--- src/rtl/avg2_filter.sv ---
module avg2_filter #(
  parameter int W       = 8,
  parameter int ADD_DLY = 2
) (
  input  logic         clk,
  input  logic         rst_n,
  input  logic         in_req,
  output logic         in_ack,
  input  logic [W-1:0] in_data,
  output logic         out_req,
  input  logic         out_ack,
  output logic [W-1:0] out_data
);
  localparam int CW = (ADD_DLY > 1) ? $clog2(ADD_DLY) : 1;

  typedef enum logic [1:0] {S_IDLE, S_ADD, S_OUT, S_RTZ} state_t;

  state_t        st;
  logic [W-1:0]  x_q, y_q;
  logic [CW-1:0] dly;
  logic [W:0]    sum;
  logic          take, add_done;

  assign take     = (st == S_IDLE) && in_req && !in_ack && !out_ack;
  assign sum      = {1'b0, x_q} + {1'b0, y_q};
  assign add_done = (dly == CW'(ADD_DLY - 1));

  always_ff @(posedge clk) begin
    if (!rst_n) begin
      st       <= S_IDLE;
      x_q      <= '0;
      y_q      <= '0;
      dly      <= '0;
      in_ack   <= 1'b0;
      out_req  <= 1'b0;
      out_data <= '0;
    end else begin
      if (in_ack && !in_req) in_ack <= 1'b0;
      case (st)
        S_IDLE: if (take) begin
          x_q    <= in_data;
          in_ack <= 1'b1;
          dly    <= '0;
          st     <= S_ADD;
        end
        S_ADD: begin
          if (add_done) begin
            out_data <= sum[W:1];
            out_req  <= 1'b1;
            st       <= S_OUT;
          end else begin
            dly <= dly + 1'b1;
          end
        end
        S_OUT: if (out_ack) begin
          out_req <= 1'b0;
          y_q     <= x_q;
          st      <= S_RTZ;
        end
        S_RTZ: if (!out_ack) st <= S_IDLE;
        default: st <= S_IDLE;
      endcase
    end
  end
endmodule

--- config.mk ---
export PLATFORM = sky130hd
export DESIGN_NAME = avg2_filter
export DESIGN_NICKNAME = d
export VERILOG_FILES = /design/src/rtl/avg2_filter.sv
export SDC_FILE = /design/constraint.sdc
export NUM_CORES = 1
export LEC_CHECK = 0
export ABC_CLOCK_PERIOD_IN_PS = 4300
export BUFFER_PORTS_ARGS = -buffer_cell sky130_fd_sc_hd__buf_2
export CAP_MARGIN = 30
export CORE_MARGIN = 2
export CORE_UTILIZATION = 55
export CTS_CLUSTER_DIAMETER = 200
export CTS_CLUSTER_SIZE = 30
export DETAILED_ROUTE_END_ITERATION = 8
export PLACE_DENSITY = 0.85
export REMOVE_ABC_BUFFERS = 1
export SLEW_MARGIN = 5
export SYNTH_ARGS = -nofsm -noshare
export SYNTH_HDL_FRONTEND = slang
export SYNTH_SLANG_ARGS = --single-unit
--- constraint.sdc ---
create_clock -name clk -period 4.3 [get_ports clk]
set_input_delay 0.86 -clock clk [delete_from_list [all_inputs] [get_ports clk]]
set_output_delay 0.86 -clock clk [all_outputs]
set_load 0.005 [all_outputs]
==> metrics.yaml, run 1 <==
worst_setup_path:
  crit_type: "in2reg"
  required_ps: 4550
  rr_worst_depth: 6
  crit_chain: "buf_2 > nand4bb_1 > a221oi_4 > nor2_1 > a211oi_1"
  endpoint_kind: "register"
  cp-start-kind: "input pin"
  critPathMaxStageDelay_ps: 500
  cp_max_fo: 12
  ff2ff_setup_slack_ps: 2260
  timing.rr.end: "st[0]"
  rr_startpoint: "st[0]"
  critical_path.slowest_cell: "nand4bb_1"
  arrival_ps: 2300
clocking:
  cts_sinks: 29
  clk_pin_slew_ps: 100
  cts_tree: "yes"
  cts_resized: 0
  htreeDepth: 2
  cts_root_buf: "clkbuf_4"
  cts_buffer_depth: 2
  postCtsHoldBufs: 0
  clk_latency_ps: 340
  cts_made_buffers: 5
  cts_setup_buffers: 0
die:
  coreArea_mm2: 0.00269
  rows: 19
  die_h_um: 56.4
  die-area_mm2: 0.00318
  die_x_um: 56.4
  ios: 22
  initial_core_util_pct: 56.2
timing:
  max_freq_ghz: 0.487
  finalSetupTns_ps: 0
  finClkSkew_ps: 11.3
  timing.final.max_slew_violations: 0
  rsz0062_at_grt: "no"
  maxSlewHeadroom_pct: 46.8
  finalCriticalPeriod_ps: 2050
  fin_ws_ps: 2250
  hold_viol_final: 0
  setup_viol: 0
  whs_ps: 456
  period_share_pct: 47.7
  worst_pin_slew_ps: 798
layout:
  seq_area_um2: 581
  syn_to_final_growth_pct: 12.7
  final_cells: 228
  fin_nets: 221
  multiInputGateArea_um2: 877
  postLayoutCellArea_mm2: 0.00170
  diodes: 0
  final_util_pct: 63.3
  fillCellCount: 234
  drive_gt1_share_pct: 18.3
synth:
  async_flop_share_pct: 0
  synth_edf_count: 0
  synthCells: 176
  synth.distinct_cells: 39
  postSynthAreaPerCell_um2: 8.58
  synth_flop_cell: "dfxtp_1"
  yosys_warnings: 0
  seq_area_frac_synth_pct: 38.4
  syn_area_mm2: 0.00151
  synth_seq_cells: 29
power:
  vdd_ir_drop_max_mv: 0.383
  p_per_area_mw_per_mm2: 444
  power_mw: 0.755
  leakagePower_nw: 0.714
place:
  placed_area_mm2: 0.00162
  hpwlAfterDp_um: 2280
  place_ws_ps: 1900
  port_buffers: 21
  globalplace.congestion: 0.785
  dp_cells: 220
worst_hold_path:
  hold_path.class: "reg2reg"
  min_from: "out_data[0]"
  whs_endpoint: "out_data[0]"
  hold_depth: 2
detailed_routing:
  wl_um: 3060
  drtPass1Iterations: 4
  via_per_inst: 5.77
  first_iter_violations: 41
  wl_per_cell_um: 13.4
  ant_nets: 0
  drc: 0
  vias: 1315
global_route:
  grt_max_degree: 26
  overflow: 0
  grt_use_total_pct: 21.6
  antenna_found_initial: 0
  grt_pass1_vias: 1214
  grt_pass1_wl_um: 5330
job:
  maxCapViolations: 0
outcome:
  status: "complete, no violations"
## critical path, delay by kind of cell
kind                   cells  cell delay [ps]
AO/OA/AOI/OAI              2              690
buffers and inverters      1              170
AND/OR/NAND/NOR            2              570
## Yosys cell counts (2+ instances only)
library cell,instances,area share (%)
o21ai_0,3,0.99
nor2_1,8,2.0
o211ai_1,3,1.5
a211oi_1,4,2.0
nand3_1,13,4.3
a21oi_1,23,7.6
inv_1,4,0.99
and2_1,2,0.83
o311ai_0,2,1.2
o21a_1,2,0.99
nand2_1,35,8.7
nor3_1,4,1.3
dfxtp_1,29,38
a21o_2,2,1.2
ha_1,12,9.9
clkbuf_1,7,1.7
## logic make-up after synthesis
| group | after synthesis | share of synthesized area, % |
|---|---|---|
| AOI/OAI and AO/OA | 48 | 22.7 |
| xor gates and xnor gates | 1 | 0.580 |
| adders and majority gates | 13 | 11.3 |
| buffers and inverters | 12 | 3.48 |
| DFF | 29 | 38.4 |
| muxes | 2 | 1.66 |
| and+or+nand+nor | 71 | 21.9 |
## state kept, by name (all words and copies together) (netlist names)
signal    cells
st            2
add_done      1
x_q           8
in_ack        1
out_data      8
y_q           8
out_req       1
## how the worst max path moves through the flow
stage                       start  endpoint  slack [ps]  depth (start not counted)
after global placement    out_ack     st[1]        1940                          5
after CTS                 out_ack     st[0]        2260                          5
final                     out_ack     st[0]        2250                          5
after global routing        st[0]     st[0]        2020                          6
after floorplan           out_ack     st[1]        2260                          4
after detailed placement  out_ack     st[1]        1900                          5
## power breakdown
part / leakage [nW] / switching, mW / internal [mW] / total (mW)
combinational: 0.434 / 0.118 / 0.0799 / 0.198
clock: 0.0455 / 0.102 / 0.139 / 0.240
sequential: 0.235 / 0.0240 / 0.292 / 0.316
## per-layer routing
| metal | vias to the layer above | routed length (um) | GRT usage, % |
|---|---|---|---|
| met2 | 35 | 1450 | 34.6 |
| met3 | 7 | 185 | 6.68 |
| li1 | 670 | - | - |
| met1 | 603 | 1370 | 26.9 |
| met4 | 0 | 59 | 8.84 |
| met5 | - | 0 | 0 |
## placed cells by master (no fill, tap or decap), types with 2 or more instances in the layout
cell type and n:
buf_2 21, inv_1 4, nor3_1 4, nor2_1 8
and2_1 2, a211oi_1 4, ha_1 12, o211ai_1 3
o21a_1 2, dfxtp_1 29, o311ai_0 2, nand3_1 13
clkbuf_4 5, a21oi_1 23, o21ai_0 3, nand2_1 35
a21o_2 2
## cell type report
class	instances	area share, %
flip-flops and latches	29	34.1
clock inverters	1	1.76
multi-input cells	135	51.5
clock buffers	7	3.24
repair buffers	21	6.18
inverters	4	0.882
well taps	31	2.28
Power figures use the tool's default switching activity.
==> run 2, diff against run 1 <==
- ABC_CLOCK_PERIOD_IN_PS: 4300 -> 1890
- clock period: 4.3 -> 1.89 ns (I/O delays scaled with it)
==> metrics.yaml, run 2 (synthesis results as in run 1) <==
global_route:
  grt_use_total_pct: 22.6
  grt_pass1_vias: 1278
  grt_max_degree: 15
  overflow: 0
  grt_pass1_wl_um: 5640
  antenna_found_initial: 0
place:
  placed_area_mm2: 0.00167
  globalplace.congestion: 0.862
  port_buffers: 21
  place_ws_ps: 65.7
  hpwlAfterDp_um: 2340
worst_setup_path:
  arrival_ps: 2010
  critical_path.slowest_cell: "fa_2"
  endpoint_kind: "register"
  cp_max_fo: 3
  crit_chain: "and2_1 > fa_2 > buf_4 > a21o_2 > a211oi_2 > o31ai_1 > and2_1"
  timing.rr.end: "out_data[3]"
  crit_type: "reg2reg"
  rr_startpoint: "y_q[0]"
  startpoint: "y_q[0]"
  critPathMaxStageDelay_ps: 350
  worst_path_most_repeated_cell: "and2_1"
  rr_worst_depth: 7
  required_ps: 2120
  ff2ff_setup_slack_ps: 110
  cp-start-kind: "register"
layout:
  fillCellCount: 225
  layout_common_cells: "35 x nand2_1, 29 x dfxtp_1, 23 x a21oi_1, 21 x buf_2, 13 x nand3_1"
  final_common_cell: "nand2_1"
  fin_nets: 228
  diodes: 0
  drive_gt1_share_pct: 23.0
  postLayoutCellArea_mm2: 0.00177
  final_util_pct: 65.9
  syn_to_final_growth_pct: 17.2
  largest_registers: "out_data x8, x_q x8, y_q x8"
timing:
  max_freq_ghz: 0.563
  finClkSkew_ps: 16.3
  period_share_pct: 94.0
  finalCriticalPeriod_ps: 1780
  maxSlewHeadroom_pct: 65.6
  rsz0062_at_grt: "no"
  worst_pin_slew_ps: 515
  whs_ps: 284
  fin_ws_ps: 113
  hold_viol_final: 0
  finalSetupTns_ps: 0
  setup_viol: 0
  timing.final.max_slew_violations: 0
power:
  vdd_ir_drop_max_mv: 0.804
  p_per_area_mw_per_mm2: 977
  leakagePower_nw: 0.749
job:
  maxCapViolations: 0
die:
  rows: 19
  initial_core_util_pct: 56.2
  die_x_um: 56.4
  die_h_um: 56.4
  die-area_mm2: 0.00318
  ios: 22
  coreArea_mm2: 0.00269
clocking:
  cts_tree: "yes"
  cts_sinks: 29
  htreeDepth: 2
  cts_made_buffers: 5
  clk_pin_slew_ps: 100
  cts_root_buf: "clkbuf_4"
  cts_buffer_depth: 2
  clk_latency_ps: 340
  postCtsHoldBufs: 0
detailed_routing:
  wl_per_cell_um: 13.4
  drc: 0
  wl_um: 3150
  ant_nets: 0
  vias: 1339
  drtPass1Iterations: 4
  first_iter_violations: 39
  via_per_inst: 5.70
worst_hold_path:
  hold_depth: 3
  min_from: "in_data[2]"
  whs_endpoint: "x_q[2]"
  hold_path.class: "in2reg"
outcome:
  status: "complete, no violations"
[run 2: cell types whose count changed in the layout (fill, tap and decap cells not counted), sizes merged]
cell	delta
buf	+7
[run 2: critical path: cells and delay by family (launching register included)]
family / cells / cell delay [ps]
compound gates: 3 / 500
fa+ha+maj: 1 / 350
flops: 1 / 340
simple gates: 2 / 320
buf+inv: 1 / 150
[run 2: final cells by class]
| class | count | area [um2] | area share, % |
|---|---|---|---|
| Inverter | 4 | 15.0 | 0.848 |
| Sequential cell | 29 | 581 | 32.8 |
| Timing Repair Buffer | 28 | 158 | 8.90 |
| Clock inverter | 1 | 30.0 | 1.70 |
| Tap cell | 31 | 38.8 | 2.19 |
| Multi-Input combinational cell | 135 | 893 | 50.5 |
| Clock buffer | 7 | 55.1 | 3.11 |
[run 2: where the power goes]
| group | total (mW) | internal (mW) | switching [mW] |
|---|---|---|---|
| Combinational | 0.471 | 0.197 | 0.274 |
| Sequential | 0.723 | 0.665 | 0.0579 |
| Clock | 0.535 | 0.316 | 0.219 |
[run 2: worst max path at each step]
stage / endpoint / slack [ps] / depth (start not counted)
6_report: out_data[3] / 110 / 7
5_1_grt: out_data[5] / 2 / 6
4_1_cts: out_data[5] / 40 / 6
3_5_place_dp: out_data[5] / 70 / 6
3_3_place_gp: out_data[5] / 90 / 6
2_1_floorplan: st[1] / 100 / 6
[run 2: timing repair]
action                     CTS  global route
resized for setup            0             4
setup endpoints to repair    0             2
setup buffers                0             0
[run 2: stage by stage]
stage / power (mW) / instances
after floorplan: 1.07 / 168
after detailed placement: 1.20 / 227
after global routing: 1.83 / 235
after global placement: 1.17 / 227
final: 1.73 / 235
after CTS: 1.74 / 235
[run 2: layer usage]
layer	GRT usage, %	routed length (um)
met1	27.5	1400
met2	37.6	1520
met3	7.14	180
met4	7.82	56
met5	0	0
==> run 3, diff against run 2 <==
- REMOVE_ABC_BUFFERS: 1 -> default
==> metrics.yaml, run 3 (synthesis results as in run 1) <==
clocking:
  htreeDepth: 2
  cts_root_buf: "clkbuf_4"
  clk_pin_slew_ps: 110
  cts_made_buffers: 5
  clk_latency_ps: 340
  cts_sinks: 29
  cts_buffer_depth: 2
  cts_tree: "yes"
layout:
  syn_to_final_growth_pct: 17.6
  seq_area_um2: 581
  postLayoutCellArea_mm2: 0.00178
  diodes: 0
  final_common_cell: "nand2_1"
  fillCellCount: 225
  fin_nets: 228
  largest_registers: "out_data x8, x_q x8, y_q x8"
  multiInputGateArea_um2: 901
  layout_common_cells: "35 x nand2_1, 29 x dfxtp_1, 23 x a21oi_1, 21 x buf_2, 13 x nand3_1"
  drive_gt1_share_pct: 24.0
worst_setup_path:
  required_ps: 2180
  cp_top_family: "compound AO/OA/AOI/OAI gates"
  timing.rr.end: "out_data[3]"
  crit_type: "reg2reg"
  crit_buf_inv: 1
  rr_startpoint: "x_q[0]"
  cp_max_fo: 4
  endpoint_kind: "register"
  arrival_ps: 2100
  crit_chain: "and2_1 > fa_2 > a211oi_2 > buf_4 > nor2_1 > o31ai_1 > and2_1"
  rr_worst_depth: 7
  critical_path.slowest_cell: "dfxtp_1"
  critPathMaxStageDelay_ps: 370
  ff2ff_setup_slack_ps: 80
  worst_path_most_repeated_cell: "and2_1"
  cp-start-kind: "register"
timing:
  fin_ws_ps: 76.9
  setup_viol: 0
  maxSlewHeadroom_pct: 80.0
  max_freq_ghz: 0.552
  finalCriticalPeriod_ps: 1810
  worst_pin_slew_ps: 297
  timing.final.max_slew_violations: 0
  period_share_pct: 95.9
  hold_viol_final: 0
  finalSetupTns_ps: 0
  finClkSkew_ps: 4.56
die:
  ios: 22
  rows: 19
  die_h_um: 56.4
  initial_core_util_pct: 56.2
  die_x_um: 56.4
  coreArea_mm2: 0.00269
  die-area_mm2: 0.00318
global_route:
  overflow: 0
  grt_pass1_wl_um: 5580
  grt_max_degree: 23
  grt_pass1_vias: 1254
  antenna_found_initial: 0
  grt_use_total_pct: 22.2
job:
  maxCapViolations: 0
place:
  placed_area_mm2: 0.00166
  hpwlAfterDp_um: 2340
  port_buffers: 21
  place_ws_ps: 24.2
  globalplace.congestion: 0.848
worst_hold_path:
  min_from: "in_data[6]"
  hold_depth: 3
  whs_endpoint: "x_q[6]"
  hold_path.class: "in2reg"
detailed_routing:
  drtPass1Iterations: 5
  wl_um: 3280
  drc: 0
  first_iter_violations: 72
  ant_nets: 0
  wl_per_cell_um: 14.0
  via_per_inst: 5.83
  vias: 1371
power:
  switching_share_pct: 33.5
  p_seq_share_pct: 42.1
  clockPowerShare_pct: 30.8
  switching_power_mw: 0.576
  leakagePower_nw: 0.747
  p_int_mw: 1.14
  vdd_ir_drop_max_mv: 1.02
  combPwrFrac_pct: 27.1
  p_per_area_mw_per_mm2: 966
synth:
  synthesis.nets: 201
outcome:
  status: "complete, no violations"
[run 3: cell types whose count changed in the layout (fill, tap and decap cells not counted)]
cell	before	now
o311ai_0	2	1
o311ai_2	0	1
clkinv_4	0	1
clkinvlp_4	0	1
clkbuf_1	1	0
clkbuf_8	1	0
[run 3: metrics by stage]
step           hold slack (ps)  util, %  cells  power, mW
2_1_floorplan              440        -    176       1.08
3_3_place_gp               448     61.9    226       1.16
3_5_place_dp               454     61.9    226       1.19
4_1_cts                    264     65.2    234       1.71
5_1_grt                    261     66.1    235       1.82
6_report                   266     66.1    235       1.72
[run 3: metal layers]
metal / GRT usage [%] / part of all wire, % / vias to the layer above
met3: 6.22 / 6.1 / 4
li1: - / - / 679
met1: 27.6 / 42 / 645
met5: 0 / 0 / -
met4: 9.18 / 0.95 / 0
met2: 36.0 / 51 / 43
[run 3: power groups by stage]
| stage | Sequential, mW | Clock (mW) | Combinational [mW] |
|---|---|---|---|
| 6_report | 0.723 | 0.528 | 0.465 |
| 5_1_grt | 0.730 | 0.558 | 0.530 |
| 4_1_cts | 0.721 | 0.529 | 0.463 |
| 3_5_place_dp | 0.735 | 0 | 0.460 |
| 3_3_place_gp | 0.727 | 0 | 0.436 |
| 2_1_floorplan | 0.722 | 0 | 0.361 |
[run 3: how the worst max path moves through the flow]
stage / cells after the start / from / to / slack [ps]
floorplan: 6 / y_q[0] / out_data[5] / 120
global placement: 6 / y_q[0] / out_data[5] / 90
detailed placement: 6 / y_q[0] / out_data[5] / 20
CTS: 6 / x_q[0] / out_data[5] / 20
global route: 7 / x_q[0] / out_data[3] / -0.2
finish: 7 / x_q[0] / out_data[3] / 80
[run 3: layout make-up]
cell class              count  share of cell area, %
clock buffers               5                   2.11
clock inverters             3                   2.61
inverters                   4                  0.845
multi-input cells         135                   50.7
flip-flops and latches     29                   32.7
well taps                  31                   2.18
repair buffers             28                   8.87
[run 3: worst min-delay path, stage by stage]
cell and delay [ps]:
buf_2 100, nand2_1 40, a21oi_1 50
[run 3: repair_timing]
item                                    4_1_cts  5_1_grt
endpoints found under the setup margin        1        2
buffers inserted                              0        1
hold buffers                                  0        0
pin swaps                                     0        1
resized for setup                             1        5
